===== src/rtl/backoff_pkg.sv =====
package backoff_pkg;
  localparam int unsigned LFSR_W = 16;
  localparam logic [LFSR_W-1:0] LFSR_SEED = 16'hACE1;
  typedef logic [LFSR_W-1:0] lfsr_t;

  function automatic lfsr_t lfsr_step(lfsr_t s);
    return {s[LFSR_W-2:0], s[15] ^ s[13] ^ s[12] ^ s[10]};
  endfunction
endpackage


===== src/rtl/bo_lfsr.sv =====
module bo_lfsr
  import backoff_pkg::*;
(
  input  logic  clk_i,
  input  logic  rst_ni,
  output lfsr_t state_o
);
  lfsr_t state_q;

  always_ff @(posedge clk_i or negedge rst_ni) begin
    if (!rst_ni) state_q <= LFSR_SEED;
    else         state_q <= lfsr_step(state_q);
  end

  assign state_o = state_q;

  a_r2_never_zero: assert property (@(posedge clk_i) disable iff (!rst_ni)
    state_q != '0);
endmodule


===== src/rtl/bo_mean.sv =====
module bo_mean #(
  parameter int unsigned EXP_MAX = 14,
  localparam int unsigned EXP_W = $clog2(EXP_MAX + 1)
) (
  input  logic             clk_i,
  input  logic             rst_ni,
  input  logic             fail_i,
  input  logic             new_period_i,
  output logic [EXP_W-1:0] draw_exp_o
);
  localparam logic [EXP_W-1:0] EXP_TOP = EXP_W'(EXP_MAX);

  logic [EXP_W-1:0] exp_q, exp_eff, exp_d;

  // halve first, then the failure draws from and doubles the halved mean
  always_comb begin
    exp_eff = exp_q;
    if (new_period_i && exp_q != '0) exp_eff = exp_q - EXP_W'(1);
    exp_d = exp_eff;
    if (fail_i && exp_eff != EXP_TOP) exp_d = exp_eff + EXP_W'(1);
  end

  always_ff @(posedge clk_i or negedge rst_ni) begin
    if (!rst_ni) exp_q <= '0;
    else         exp_q <= exp_d;
  end

  assign draw_exp_o = exp_eff;

  a_r4_double: assert property (@(posedge clk_i) disable iff (!rst_ni)
    fail_i && !new_period_i && exp_q < EXP_TOP |=> exp_q == $past(exp_q) + EXP_W'(1));
  a_r4_hold_cap: assert property (@(posedge clk_i) disable iff (!rst_ni)
    fail_i && !new_period_i && exp_q == EXP_TOP |=> exp_q == EXP_TOP);
  a_r5_halve: assert property (@(posedge clk_i) disable iff (!rst_ni)
    new_period_i && !fail_i && exp_q != '0 |=> exp_q == $past(exp_q) - EXP_W'(1));
  a_r5_floor: assert property (@(posedge clk_i) disable iff (!rst_ni)
    new_period_i && !fail_i && exp_q == '0 |=> exp_q == '0);
  a_r8_net_keep: assert property (@(posedge clk_i) disable iff (!rst_ni)
    new_period_i && fail_i && exp_q != '0 |=> exp_q == $past(exp_q));
endmodule


===== src/rtl/bo_countdown.sv =====
module bo_countdown #(
  parameter int unsigned CNT_W = 15
) (
  input  logic             clk_i,
  input  logic             rst_ni,
  input  logic             load_i,
  input  logic [CNT_W-1:0] load_val_i,
  input  logic             cancel_i,
  output logic             ready_o
);
  logic             active_q;
  logic [CNT_W-1:0] cnt_q;

  always_ff @(posedge clk_i or negedge rst_ni) begin
    if (!rst_ni) begin
      active_q <= 1'b0;
      cnt_q    <= '0;
    end else if (cancel_i) begin
      active_q <= 1'b0;
    end else if (load_i) begin
      active_q <= 1'b1;
      cnt_q    <= load_val_i;
    end else if (active_q) begin
      if (cnt_q == '0) active_q <= 1'b0;
      else             cnt_q    <= cnt_q - CNT_W'(1);
    end
  end

  assign ready_o = active_q && (cnt_q == '0);

  a_r3_single_pulse: assert property (@(posedge clk_i) disable iff (!rst_ni)
    ready_o && !load_i |=> !ready_o);
  a_r6_cancel: assert property (@(posedge clk_i) disable iff (!rst_ni)
    cancel_i |=> !ready_o);
  a_r9_reload: assert property (@(posedge clk_i) disable iff (!rst_ni)
    load_i && !cancel_i |=> active_q && cnt_q == $past(load_val_i));
endmodule


===== src/rtl/backoff_timer.sv =====
module backoff_timer
  import backoff_pkg::*;
#(
  parameter int unsigned EXP_MAX = 14
) (
  input  logic clk_i,
  input  logic rst_ni,
  input  logic fail_i,
  input  logic success_i,
  input  logic new_period_i,
  output logic retry_ready_o
);
  localparam int unsigned EXP_W = $clog2(EXP_MAX + 1);
  localparam int unsigned CNT_W = EXP_MAX + 1;

  logic             fail_ok;
  logic [EXP_W-1:0] draw_exp;
  logic [CNT_W:0]   span;
  logic [CNT_W-1:0] wait_val;
  lfsr_t            rnd;

  assign fail_ok = fail_i && !success_i;

  bo_lfsr u_lfsr (
    .clk_i   (clk_i),
    .rst_ni  (rst_ni),
    .state_o (rnd)
  );

  bo_mean #(.EXP_MAX(EXP_MAX)) u_mean (
    .clk_i        (clk_i),
    .rst_ni       (rst_ni),
    .fail_i       (fail_ok),
    .new_period_i (new_period_i),
    .draw_exp_o   (draw_exp)
  );

  // mask = 2*mean - 1
  assign span     = ((CNT_W+1)'(1) << (draw_exp + EXP_W'(1))) - (CNT_W+1)'(1);
  assign wait_val = rnd[CNT_W-1:0] & span[CNT_W-1:0];

  bo_countdown #(.CNT_W(CNT_W)) u_cnt (
    .clk_i      (clk_i),
    .rst_ni     (rst_ni),
    .load_i     (fail_ok),
    .load_val_i (wait_val),
    .cancel_i   (success_i),
    .ready_o    (retry_ready_o)
  );

  initial a_cfg_width: assert (CNT_W <= LFSR_W);

  a_r7_fail_ignored: assert property (@(posedge clk_i) disable iff (!rst_ni)
    fail_i && success_i |=> !retry_ready_o);
endmodule


===== config.mk =====
export PLATFORM = sky130hd
export DESIGN_NAME = backoff_timer
export DESIGN_NICKNAME = d
export VERILOG_FILES = /design/src/rtl/backoff_pkg.sv /design/src/rtl/bo_lfsr.sv /design/src/rtl/bo_mean.sv /design/src/rtl/bo_countdown.sv /design/src/rtl/backoff_timer.sv
export SDC_FILE = /design/constraint.sdc
export NUM_CORES = 1
export LEC_CHECK = 0
export ABC_AREA = 1
export BUFFER_PORTS_ARGS = -buffer_cell sky130_fd_sc_hd__buf_2
export CAP_MARGIN = 15
export CORE_MARGIN = 2
export CORE_UTILIZATION = 25
export DETAILED_ROUTE_END_ITERATION = 8
export PLACE_DENSITY = 0.36
export SETUP_SLACK_MARGIN = 0.3
export SLEW_MARGIN = 20
export SYNTH_ARGS = -nofsm -noshare
export SYNTH_HDL_FRONTEND = slang
export SYNTH_SLANG_ARGS = --single-unit

===== constraint.sdc =====
create_clock -name clk_i -period 2.6 [get_ports clk_i]
set_input_delay 0 -clock clk_i [delete_from_list [all_inputs] [get_ports clk_i]]
set_output_delay 0 -clock clk_i [all_outputs]
set_load 0.02 [all_outputs]

======== Word-level counts from Yosys, hierarchy flattened ========
Index checks and enable logic that the tools add are counted.
storage, ports and cells
  memories ................................ 0
  bits in read-only memories .............. 0
  bits in latches ......................... 0
  bits in writable memories ............... 0
  bits in registers ....................... 36
  logic and storage cells ................. 34
operators by class
  add/subtract/negate cells ............... 4
  multiply operators ...................... 0
  shifts and indexed selects .............. 1
  $lt $le $gt $ge ......................... 0
  bitwise operators ....................... 5
  multiplexer cells ....................... 9
  reductions and logical operators ........ 9
  divide/modulo/power cells ............... 0
  equal/unequal tests ..................... 2
operator list
  kind                     number
  $mux W15                 3
  $and A15 B15 Y15         1
  $logic_not A15 Y1        1
  $shl A1 B4 Y15 const A   1
  $sub A15 B1 Y15 const B  1
  $sub A15 B2 Y15 const B  1
  $mux W4                  2
  $add A4 B1 Y4 const B    1
  $logic_and A1 B1 Y1      4
  $mux W1                  4
  $ne A4 B4 Y1 const B     1
  $reduce_bool A4 Y1       1
  $sub A4 B1 Y4 const B    1
  $reduce_and A3 Y1        1
  $xor A1 B1 Y1            3
  $ne A2 B2 Y1 const B     1
  $reduce_bool A2 Y1       1
  $logic_not A1 Y1         1
  $not A1 Y1               1

======== Logic depth before layout (Yosys ltp) ========
  depth in word-level cells ............... 8
  gate-level depth with buffers ........... 20

======== Hierarchy ========
From an unflattened synthesis, not the netlist that was laid out.
unflattened totals
  cell total of the unflattened synthesis .. 382
  area, all modules ....................... 2651.3 um2
modules (own cells, without submodules)
  module         cells each  area each (um2)  sequential area each (um2)  instances
  bo_countdown   194         1183.6           400.4                       1
  backoff_timer  102         606.8            0.0                         1
  bo_lfsr        33          481.7            410.4                       1
  bo_mean        53          379.1            100.1                       1

======== Worst setup path after synthesis ========
No wires, ideal clock.
  path kind ............................... register to register
  start ................................... register u_mean.exp_q[0]
  end ..................................... register u_cnt.cnt_q[14]
  setup slack ............................. 0.069 ns
  data arrival time ....................... 2.458 ns
  data required time ...................... 2.527 ns
  stages on the path, launching flop included .. 19
  clock period less this slack ............ 2.531 ns
  cell sequence ........................... dfrtp_1 inv_1 ha_1 nand2_2 nand3_1 nand2_4 ha_1 nand3_1 inv_2 nand2_2 ha_1 nand2_1 nor2_4 nand2_1 nor2_2 nand2_1 nand2_1 nand3_1 a21oi_2
between the ends
  cells in the longest elaborated chain, start to end .. 8
ends and longest elaborated chain
  element                                                RTL line             RTL
  start, declared                                        bo_mean.sv:13        logic [EXP_W-1:0] exp_q, exp_eff, exp_d;
  start signal, assigned                                 bo_mean.sv:25        else exp_q <= exp_d;
  branches (longest 2 deep; another with $sub A4 B1 Y4)  -
  $mux W4 *                                              bo_mean.sv:18        if (new_period_i && exp_q != '0) exp_eff = exp_q - EXP_W'(1);
  $add A4 B1 Y4 *                                        backoff_timer.sv:39  assign span = ((CNT_W+1)'(1) << (draw_exp + EXP_W'(1))) - (CNT_W+1)'(1);
  $shl A1 B4 Y15 *                                       backoff_timer.sv:39
  $sub A15 B2 Y15 *                                      backoff_timer.sv:39
  $and A15 B15 Y15 *                                     backoff_timer.sv:40  assign wait_val = rnd[CNT_W-1:0] & span[CNT_W-1:0];
  $mux W15 *                                             bo_countdown.sv:20   end else if (load_i) begin
  end signal, assigned                                   bo_countdown.sv:22   cnt_q <= load_val_i;
  end signal, assigned                                   bo_countdown.sv:25   else cnt_q <= cnt_q - CNT_W'(1);
  end, declared                                          bo_countdown.sv:12   logic [CNT_W-1:0] cnt_q;
Every way passes the cells marked *.
A chain may end at the register's enable or synchronous reset.

======== Final worst setup path ========
  start ................................... register u_mean.exp_q[1]
  end ..................................... register u_cnt.cnt_q[8]
The elaborated chain is that of the path after synthesis.

==> run summary <==
Status - complete, no violations
CTS tree - yes
Reg clk slew, reported paths - 80 ps
Post-layout instance area - 3490 um^2
Worst-path maximum fanout - 5
Worst EP required - 2830 ps
Gr ovfl total - 0
Via count - 2446
Cell variety after synth - 34
CP bufs+invs - 3
IO Port Bufs - 5
Crit. End Element - flop
Clock Skews - 11.6 ps
Final Cycle Share - 90.9%
Worst-path cell chain - inv_2 > ha_4 > nand2_8 > nand2_8 > nand2_4 > nand2_8 > ha_4 > nand3_4 > inv_4 > nand2_4 > ha_4 > nand2_4 > nor2_4 > buf_6 > nand2_2 > nand2_1 > nand4_1 > a21oi_2
Vias in the first global route - 2437
Die ar. - 11000 um^2
Ant. Diodes - 0
Sequential share of the synthesized area - 35.8%
Clock root buffer - clkbuf_8
Setup TNS - 0 ps
Global Route Usage Sum - 14.2%
Tightest Pin Transition - 835 ps
Count of state elements after synthesis - 36
Syn Area/Cell - 7.20 um^2
Top cells by count, synth - 65 x nand2_1, 55 x nor2_1, 46 x inv_1, 33 x nand3_1, 28 x dfrtp_1
Post-synthesis async set-or-reset flop share - 100%
CTS Buf Count - 5
Peak VDD IR - 0.465 mV
Std-Cell Rows - 36
Leakage - 1.58 nW
Filler Cells Inserted - 1063
IO Pins - 6
Combinational power share - 73.8%
Post-synth top area cell - dfrtp_1
Critical path's top delay family - simple AND/OR/NAND/NOR gates
Area Overhead vs Synth - 37.3%
Internal - 2.21 mW
H-tree depth - 2
Worst setup path class - flop to flop
Post-synth top flop - dfrtp_1
Mapped Cells - 353
DP Area - 2870 um^2
Layout Nets - 408
Most frequent cell after synthesis - nand2_1
Clock power share - 9.5%
Warnings from Yosys - 0
RSZ-0062 raised after global routing - yes
Wirelength, routed - 7.62 mm
Net Sw Frac - 50.8%
Seq pwr share - 16.7%
Relative slew margins - 44.3%
Max-cap viol count - 0
Largest net degree at the start of global routing - 37
Gpl congestion - 0.837
Clock Latency Late Sink - 290 ps
Synth top area share - 27.6%
Dpl hpwl - 5.40 mm
Core ar. - 9820 um^2
DR pass1 iterations - 4
Layout cells sized above 1 - 38.9%
Max Transition Viols Final - 0
DR iter-0 viols - 67
Die W - 105 um
Final setup fails - 0
Number of flops mapped to enable cells by yosys - 0
Initial antenna violation count - 0
Final Hold Vio Count - 0
Arr. time, crit path - 2590 ps
Synthesized area - 2540 um^2
Mapped Nets - 364
Number of routed nets with antenna violations - 0
Starting Density - 25.9%
Synth top area cells - dfrtp_1 28%, nand2_1 9.6%, dfstp_2 8.3%, nor2_1 8.1%, inv_1 6.8%
Minimum clock period - 2360 ps
Clock sink count - 36
Die Ht - 105 um
Drt wl/cell - 14.3 um
Crit-path slowest cell - dfrtp_1
Max frequency - 423 MHz
PwrDens - 1290 nW/um^2
DR vias/cell - 4.61
Hold Path Class - input pin to flop
Clock Tree Buf Depth - 2
Switching power - 2.28 mW
# DRC - 0
First-pass GRT wire length - 12.3 mm
Max stage delay on crit path - 390 ps
CP startpoint kind - flop
repair_timing:
item                                    CTS  global route
buffers inserted                         13            13
pin swaps                                13            34
endpoints found under the hold margin    28             0
hold buffers                              1             0
endpoints found under the setup margin   14            17
gates resized for setup                  19            59
power by group through the flow:
stage	logic (mW)	registers (mW)	clock network [mW]
2_1_floorplan	1.85	0.726	0
3_3_place_gp	2.44	0.755	0
3_5_place_dp	2.39	0.754	0
4_1_cts	2.68	0.747	0.441
5_1_grt	3.65	0.763	0.465
6_report	3.31	0.751	0.425
tightest hold or removal path, delay by kind of cell:
kind	cells	cell delay, ps
compound gates	1	50
buf+inv	2	280
simple gates	2	170
routing by layer:
| layer | track usage [%] | part of all wire [%] | vias to the layer above |
|---|---|---|---|
| li1 | - | - | 1231 |
| met1 | 18.1 | 45 | 1173 |
| met2 | 24.8 | 51 | 31 |
| met3 | 2.62 | 2.7 | 11 |
| met4 | 3.24 | 1.2 | 0 |
| met5 | 0 | 0 | - |
kinds of logic after synthesis:
kind of cell | Yosys count | share of synthesized area (%)
flops | 36 | 35.8
fa+ha+maj | 6 | 2.95
compound gates | 51 | 12.2
buf+inv | 52 | 8.03
xor+xnor | 9 | 3.10
simple gates | 199 | 37.9
layout make-up:
cell class,count,area [um^2],share of cell area [%]
sequential,36,913,26.2
tap,133,166,4.77
clock buffer,6,82.6,2.37
multi-input combinational,265,1820,52.1
inverter,47,179,5.13
timing repair buffer,42,320,9.18
clock inverter,2,10.0,0.287
registers in the layout (all words and copies together) (netlist names):
register,flops
u_cnt.cnt_q,15
u_mean.exp_q,4
u_lfsr.state_o,16
u_cnt.active_q,1
worst paths after layout:
kind	startpoint	to	slack, ps	cells after the start
max	u_mean.exp_q[1]	u_cnt.cnt_q[8]	240	18
min	success_i	u_cnt.cnt_q[6]	250	5
max reg2reg	u_mean.exp_q[1]	u_cnt.cnt_q[8]	240	18
min reg2reg	u_lfsr.state_o[4]	u_lfsr.state_o[5]	370	0
max in group asynchronous	rst_ni	u_mean.exp_q[2]	1680	2
min in group asynchronous	rst_ni	u_cnt.cnt_q[12]	330	2
cell usage in the layout (no fill, tap or decap), types with 7 or more instances in the layout:
cell / instances
nand4_1: 7
a21oi_1: 18
o21ai_0: 13
nor2_1: 45
inv_1: 41
nor2_2: 13
buf_4: 32
nand3_2: 16
dfstp_2: 8
nand3_1: 18
nand2_2: 14
nand2_1: 47
nand2_4: 13
dfrtp_1: 26
nor2_4: 8
per-stage QoR:
step | utilization [%] | setup WS (ps) | instances | hold slack [ps] | total power [mW]
3_3_place_gp | 29.3 | 46.3 | 496 | 155 | 3.20
2_1_floorplan | - | 301 | 353 | -296 | 2.58
4_1_cts | 32.1 | 267 | 518 | 241 | 3.87
6_report | 35.5 | 236 | 531 | 249 | 4.49
5_1_grt | 35.5 | 80.9 | 531 | 283 | 4.88
3_5_place_dp | 29.3 | 55.9 | 496 | 157 | 3.14
Power figures use the tool's default switching activity.
